$ cat config.mk
export PLATFORM = sky130hd
export DESIGN_NAME = csync_midline_blanker
export DESIGN_NICKNAME = d
export VERILOG_FILES = /design/src/rtl/csync_blank_pkg.sv /design/src/rtl/csync_blank_sync.sv /design/src/rtl/csync_blank_edge.sv /design/src/rtl/csync_blank_quarter.sv /design/src/rtl/csync_blank_gate.sv /design/src/rtl/csync_midline_blanker.sv
export SDC_FILE = /design/constraint.sdc
export NUM_CORES = 1
export LEC_CHECK = 0
export BUFFER_PORTS_ARGS = -buffer_cell sky130_fd_sc_hd__buf_2
export CORE_AREA = 2 2 39 41
export CTS_BUF_LIST = sky130_fd_sc_hd__clkbuf_8
export DETAILED_ROUTE_END_ITERATION = 10
export DIE_AREA = 0 0 41 43
export MAX_ROUTING_LAYER = met4
export PLACE_DENSITY_LB_ADDON = 0.3
export SLEW_MARGIN = 20
export SYNTH_ARGS = -nofsm -noshare
export SYNTH_HDL_FRONTEND = slang
export SYNTH_HIERARCHICAL = 1
export SYNTH_SLANG_ARGS = --single-unit
$ cat constraint.sdc
create_clock -name clk -period 2.4 [get_ports clk]
set_clock_uncertainty 0.15 [all_clocks]
set_input_delay 0.36 -clock clk [delete_from_list [all_inputs] [get_ports clk]]
set_output_delay 0.36 -clock clk [all_outputs]
set_load 0.02 [all_outputs]
$ cat src/rtl/csync_blank_pkg.sv
package csync_blank_pkg;

  typedef int unsigned uint_t;

  // Quarter that follows q in a line split into nq parts.
  function automatic uint_t quarter_next(uint_t q, uint_t nq);
    return (q + 1) % nq;
  endfunction

  // A quarter is open when it borders the line start: the first one or the last one.
  function automatic logic quarter_open(uint_t q, uint_t nq);
    return (q == 0) || (q == nq - 1);
  endfunction

  // Next value of the active-low output register.
  function automatic logic blank_next(logic cur, logic start_ok, logic level_hi);
    if (start_ok)
      return 1'b0;
    else if (level_hi)
      return 1'b1;
    else
      return cur;
  endfunction

endpackage

$ cat src/rtl/csync_blank_sync.sv
module csync_blank_sync #(
  parameter int          W       = 1,
  parameter int          STAGES  = 2,
  parameter logic [W-1:0] RST_VAL = '0
) (
  input  logic         clk,
  input  logic         rst_n,
  input  logic [W-1:0] d,
  output logic [W-1:0] q
);
  logic [STAGES-1:0][W-1:0] stg;

  always_ff @(posedge clk or negedge rst_n) begin
    if (!rst_n)
      stg <= {STAGES{RST_VAL}};
    else
      stg <= {stg[STAGES-2:0], d};
  end

  assign q = stg[STAGES-1];
endmodule

$ cat src/rtl/csync_blank_edge.sv
module csync_blank_edge #(
  parameter int           W       = 1,
  parameter logic [W-1:0] RISE    = '0,
  parameter logic [W-1:0] RST_VAL = '0
) (
  input  logic         clk,
  input  logic         rst_n,
  input  logic [W-1:0] d,
  output logic [W-1:0] evt
);
  logic [W-1:0] dly;

  always_ff @(posedge clk or negedge rst_n) begin
    if (!rst_n)
      dly <= RST_VAL;
    else
      dly <= d;
  end

  for (genvar i = 0; i < W; i++) begin : g_bit
    if (RISE[i]) begin : g_rise
      assign evt[i] = d[i] & ~dly[i];
    end else begin : g_fall
      assign evt[i] = ~d[i] & dly[i];
    end
  end
endmodule

$ cat src/rtl/csync_blank_quarter.sv
module csync_blank_quarter
  import csync_blank_pkg::*;
#(
  parameter int NQ = 4,
  localparam int QW = $clog2(NQ)
) (
  input  logic          clk,
  input  logic          rst_n,
  input  logic          sync_fall,
  input  logic          quad_rise,
  input  logic          ref_fall,
  output logic [QW-1:0] phase_q,
  output logic          locked
);
  logic first_align;
  assign first_align = sync_fall & ~locked;

  always_ff @(posedge clk or negedge rst_n) begin
    if (!rst_n) begin
      phase_q <= '0;
      locked  <= 1'b0;
    end else if (ref_fall || first_align) begin
      phase_q <= '0;
      locked  <= 1'b1;
    end else if (quad_rise) begin
      phase_q <= QW'(quarter_next(uint_t'(phase_q), uint_t'(NQ)));
    end
  end
endmodule

$ cat src/rtl/csync_blank_gate.sv
module csync_blank_gate
  import csync_blank_pkg::*;
(
  input  logic clk,
  input  logic rst_n,
  input  logic level_hi,
  input  logic sync_fall,
  input  logic pass_ok,
  output logic out_n
);
  always_ff @(posedge clk or negedge rst_n) begin
    if (!rst_n)
      out_n <= 1'b1;
    else
      out_n <= blank_next(out_n, sync_fall & pass_ok, level_hi);
  end
endmodule

$ cat src/rtl/csync_midline_blanker.sv
module csync_midline_blanker
  import csync_blank_pkg::*;
#(
  parameter int NQ          = 4,
  parameter int SYNC_STAGES = 2
) (
  input  logic clk,
  input  logic rst_n,
  input  logic csync_n,
  input  logic quad_clk,
  input  logic line_ref_n,
  output logic hsync_n
);
  localparam int QW = $clog2(NQ);
  // bit 0 csync_n, bit 1 quad_clk, bit 2 line_ref_n
  localparam logic [2:0] IDLE_LVL = 3'b101;
  localparam logic [2:0] EDGE_POL = 3'b010;

  logic [2:0]    raw_in;
  logic [2:0]    sync_in;
  logic [2:0]    edge_evt;
  logic          sync_csync;
  logic          fall_evt;
  logic          quad_rise;
  logic          ref_fall;
  logic [QW-1:0] phase_q;
  logic          locked;
  logic          pass_ok;

  assign raw_in = {line_ref_n, quad_clk, csync_n};

  csync_blank_sync #(
    .W(3), .STAGES(SYNC_STAGES), .RST_VAL(IDLE_LVL)
  ) u_sync (
    .clk(clk), .rst_n(rst_n), .d(raw_in), .q(sync_in)
  );

  csync_blank_edge #(
    .W(3), .RISE(EDGE_POL), .RST_VAL(IDLE_LVL)
  ) u_edge (
    .clk(clk), .rst_n(rst_n), .d(sync_in), .evt(edge_evt)
  );

  assign sync_csync = sync_in[0];
  assign fall_evt   = edge_evt[0];
  assign quad_rise  = edge_evt[1];
  assign ref_fall   = edge_evt[2];

  csync_blank_quarter #(.NQ(NQ)) u_quarter (
    .clk(clk), .rst_n(rst_n),
    .sync_fall(fall_evt), .quad_rise(quad_rise), .ref_fall(ref_fall),
    .phase_q(phase_q), .locked(locked)
  );

  assign pass_ok = ~locked | quarter_open(uint_t'(phase_q), uint_t'(NQ));

  csync_blank_gate u_gate (
    .clk(clk), .rst_n(rst_n),
    .level_hi(sync_csync), .sync_fall(fall_evt), .pass_ok(pass_ok),
    .out_n(hsync_n)
  );
endmodule

Word-level counts from Yosys, hierarchy flattened. Cells that the tools add are included.

Bits in latches: 0. Memory bits (read-only): 0. Input port bits: 5. Memories: 0. RAM bits: 0. Register bits after elaboration: 13.

Bitwise logic cells: 10. Shifts and indexed selects: 0. Order comparisons: 0. Eq/ne operators: 1. Divide/modulo/power cells: 0. Mux-type cells: 4. Multiply operators: 0. $add $sub $neg: 1. Reductions and logical operators: 5.

Operators by type and width (number): $and 1x1->1 (5); $mux 2 (2); $not 1->1 (4); $reduce_bool 2->1 (2); $add 2x1->2 const B (1); $eq 2x2->1 const B (1); $logic_not 2->1 (1); $logic_or 1x1->1 (2); $mux 1 (2); $or 1x1->1 (1).

Longest topological paths before layout.
Depth after elaboration: 5. Depth in mapped cells: 4. Mapped depth without buffers: 3.

Cells and area by module. The synthesis kept the hierarchy.

Modules (own cells, without submodules): csync_blank_sync (cells each 9, area an instance 177.7 µm², times used 1, sequential area each 155.1 µm²); csync_blank_quarter (cells each 10, area an instance 131.4 µm², times used 1, sequential area each 75.1 µm²); csync_blank_edge (cells each 6, area an instance 118.9 µm², times used 1, sequential area each 77.6 µm²); csync_blank_gate (cells each 2, area an instance 41.3 µm², times used 1, sequential area each 26.3 µm²); csync_midline_blanker (cells each 2, area an instance 12.5 µm², times used 1, sequential area each 0.0 µm²).

Least setup slack after synthesis. OpenSTA, ideal clock, no wires.

Path type: reg2reg. From: register u_sync.stg (netlist bit u_sync/q[0]). To: register u_quarter.locked. Period minus slack after synthesis: 1.276 ns. Arrival: 0.995 ns. Slack: 1.124 ns. Path buffers: 1. Cell stages (with the launch flop): 4. Library setup time: 0.131 ns. Cells stage by stage: dfstp_2 buf_4 nor2b_4 or3_1.

Cells in the longest elaborated chain, start to end: 4.

Ends and longest elaborated chain: from (decl) (RTL line csync_blank_sync.sv:11) `logic [STAGES-1:0][W-1:0] stg;`; from (signal assigned) (RTL line csync_blank_sync.sv:15) `stg <= {STAGES{RST_VAL}};`; from (signal assigned) (RTL line csync_blank_sync.sv:17) `stg <= {stg[STAGES-2:0], d};`; $not 1->1 (RTL line csync_blank_edge.sv:24) `assign evt[i] = ~d[i] & dly[i];`; $and 1x1->1 (RTL line csync_blank_edge.sv:24); named net edge_evt[0] (RTL line csync_midline_blanker.sv:21) `logic [2:0] edge_evt;`; $and 1x1->1 (RTL line csync_blank_quarter.sv:16) `assign first_align = sync_fall & ~locked;`; $logic_or 1x1->1 (RTL line csync_blank_quarter.sv:22) `end else if (ref_fall || first_align) begin`; to (signal assigned) (RTL line csync_blank_quarter.sv:21) `locked <= 1'b0;`; to (signal assigned) (RTL line csync_blank_quarter.sv:24) `locked <= 1'b1;`; to (decl) (RTL line csync_blank_quarter.sv:13) `output logic locked`.

The timed path passes the listed nets, and every way through them passes these cells. A chain may end at the register's enable or synchronous reset.

Worst setup path in the final report.
From: register u_gate.out_n. To: output port hsync_n.

RTL lines: from (decl) (RTL line csync_blank_gate.sv:9) `output logic out_n`; from (signal assigned) (RTL line csync_blank_gate.sv:15) `out_n <= blank_next(out_n, sync_fall & pass_ok, level_hi);`; to (decl) (RTL line csync_midline_blanker.sv:12) `output logic hsync_n`.

No word-level cell between the ends.

==> reports/results.tsv <==
stage	metric	value	unit
detailed_routing	ANT nets after route	0	
synthesis	Synth Warn #	6	
timing	relative slew slack	81.9	%
synthesis	Post-Syn Area	482	um2
timing	FMAX	695	MHz
clock_tree	post-CTS sizing	0	
final_layout	final core utilization	40.4	%
final_layout	layout cells sized above 1	55.6	%
synthesis	Mapped Cells	29	
final_layout	Cell Count, Final, Fillers Out	52	
synthesis	Mapped Nets	34	
setup_path	Critical Path AT	0.93	ns
floorplanning	# IOs	6	
grt	first-pass GRT wire length	979	um
setup_path	Setup Crit Path Kind	reg2out	
detailed_routing	wire length per cell	10.3	um
timing	RSZ-0062 raised after global routing	no	
timing	Tcrit/Tclk final	59.9	%
setup_path	slowest stage cell, crit path	dfstp_2	
detailed_routing	vias	223	
detailed_routing	WL final	536	um
pwr	VDD IR max	389	uV
grt	GRT met3 Usage	3.14	%
setup_path	largest stage delay on the critical path	0.53	ns
hold_path	hold crit path type	in2reg	
outcome	status	complete, no violations	
grt	Overflow after GRT	0	
setup_path	WP data required	1.89	ns
timing	setup tns final	0	ns
detailed_routing	DRC	0	
synthesis	post-synthesis sequential area ratio	69.4	%
timing	crit path time final	1.44	ns
setup_path	Worst setup SP type	register	
setup_path	Worst Path Buf+Inv	1	
grt	Tot GR Track Use	9.17	%
clock_tree	Worst-Skew Late Latency	0.23	ns
grt	routing usage on met1	10.1	%
timing	Final Setup Violations	0	
pwr	static leakage	0.243	nW
clock_tree	H-tree depth	1	
floorplanning	die area	0.00176	mm2
clock_tree	clock-pin slew on the worst setup and hold paths	0.05	ns
setup_path	CP Cell Sequence	buf_2	
pwr	PwrDens	883	mW/mm2
timing	final hold violation count	0	
final_layout	# diodes	0	
grt	met2 usage	11.6	%
final_layout	Total Nets Final	42	
place	dpl ws	1.16	ns
run	maxcap violations	0	
clock_tree	maximum clock insertion buffer count	2	
clock_tree	root buffer cell	clkbuf_8	
clock_tree	Clock Sinks	13	
detailed_routing	DRT Pass-1 Iters	1	
place	global placer's final weighted congestion	0.653	
grt	largest net degree at the start of global routing	14	
grt	initial antenna violation count	0	
detailed_routing	DR iter-0 viols	0	
timing	Slew Viols, Final	0	
setup_path	crit-path leading delay family	flip-flops	
floorplanning	row count	14	
timing	Slew @ Worst Pin	0.272	ns
grt	vias in the first global route	251	
clock_tree	CTS tree	done	
place	Placed Instances	47	
floorplanning	Core Region	0.00138	mm2
floorplanning	effective utilization at floorplan	34.8	%
synthesis	Synth Register Bits	13	
setup_path	worst-path maximum fanout	2	
detailed_routing	Via density	4.29	
timing	setup ws final	0.962	ns
clock_tree	CTS buffer count	3	
synthesis	Cell variety after synth	14	
floorplanning	Die Wd	41	um
place	number of port buffers	5	
final_layout	Area growth, synth to finish	16.1	%
grt	layer carrying the most global-route usage	met2	
setup_path	critical path endpoint category	output pin	
floorplanning	height of the chip	43	um
synthesis	Avg Cell Area, Syn	16.6	um2
[path summary, 6_finish.rpt]
kind	start	end	slack, ns	cells after the start
max	u_gate/out_n$_DFFE_PN1P_	hsync_n	0.96	1
min	csync_n	u_sync/stg[0]$_DFF_PN1_	0.07	1
max reg2reg	u_sync/q[0]$_DFF_PN1_	u_quarter/locked$_DFFE_PN0P_	1.16	2
min reg2reg	u_sync/stg[1]$_DFF_PN0_	u_sync/q[1]$_DFF_PN0_	0.20	0
max in group asynchronous	rst_n	u_edge/dly[2]$_DFF_PN1_	1.45	2
min in group asynchronous	rst_n	u_quarter/locked$_DFFE_PN0P_	0.38	2
[cells in the final DEF (no fill, tap or decap)]
cell type,synthesis,layout
nor2b_4,3,3
dfrtp_1,6,6
xor2_1,1,1
nand3b_1,1,1
inv_1,0,1
clkbuf_8,0,3
a2bb2oi_2,1,1
or3_1,1,1
a21bo_1,1,1
dfstp_2,7,7
a211oi_2,1,1
nor3_1,1,1
nor2b_1,1,1
nand2_1,1,1
xnor2_1,1,1
buf_2,0,5
dlygate4sd3_1,0,1
[cell type report]
type,instances,area [um2]
clock buffers,3,41.3
well taps,16,20.0
clock inverters,1,3.75
repair buffers,6,35.0
flip-flops and latches,13,334
multi-input cells,13,125
fillers,135,825
[Yosys cell counts (all sizes together)]
cell type | n | share of area [%]
a211oi | 1 | 2.6
a21bo | 1 | 2.1
a2bb2oi | 1 | 3.1
buf | 3 | 4.7
dfrtp | 6 | 31
dfstp | 7 | 38
nand2 | 1 | 0.78
nand3b | 1 | 1.6
nor2b | 4 | 9.9
nor3 | 1 | 1.0
or3 | 1 | 1.3
xnor2 | 1 | 1.8
xor2 | 1 | 1.8
[registers in the layout, summed over array words and instances (netlist names)]
signal / count
u_edge/dly: 3
u_sync/q: 3
u_sync/stg: 3
u_quarter/phase_q: 2
u_gate/out_n: 1
u_quarter/locked: 1
[timing repair]
| item | in CTS | in global routing |
|---|---|---|
| setup buffers | 0 | 0 |
| hold buffers | 1 | 0 |
| endpoints found under the hold margin | 6 | 0 |
[cells by family (layout without fill, tap and decap cells)]
group | after synthesis | in the layout | share of synthesized area [%]
AOI/OAI and AO/OA | 3 | 3 | 7.79
xor gates and xnor gates | 2 | 2 | 3.64
buffers and inverters | 3 | 10 | 4.67
and+or+nand+nor | 8 | 8 | 14.5
DFF | 13 | 13 | 69.4
[layer usage]
layer,share of wire (%),routed length (um)
met2,53,282
met3,3.2,17
met1,44,236
met5,0,0
met4,0,0
[report_power, final]
part	switching, mW	leakage [nW]	internal (mW)	total [mW]
sequential	0.0141	0.143	0.245	0.259
combinational	0.0241	0.0723	0.0300	0.0541
clock	0.0684	0.0269	0.112	0.181
[metrics by stage]
step                hold WS (ns)  total power [mW]  cell area [um2]
detailed placement         0.104             0.316              504
global route              0.0578             0.522              559
global placement          0.0936             0.314              504
finish                    0.0720             0.494              559
floorplan                -0.0856             0.303              482
CTS                       0.0646             0.505              559
Power figures use the tool's default switching activity.
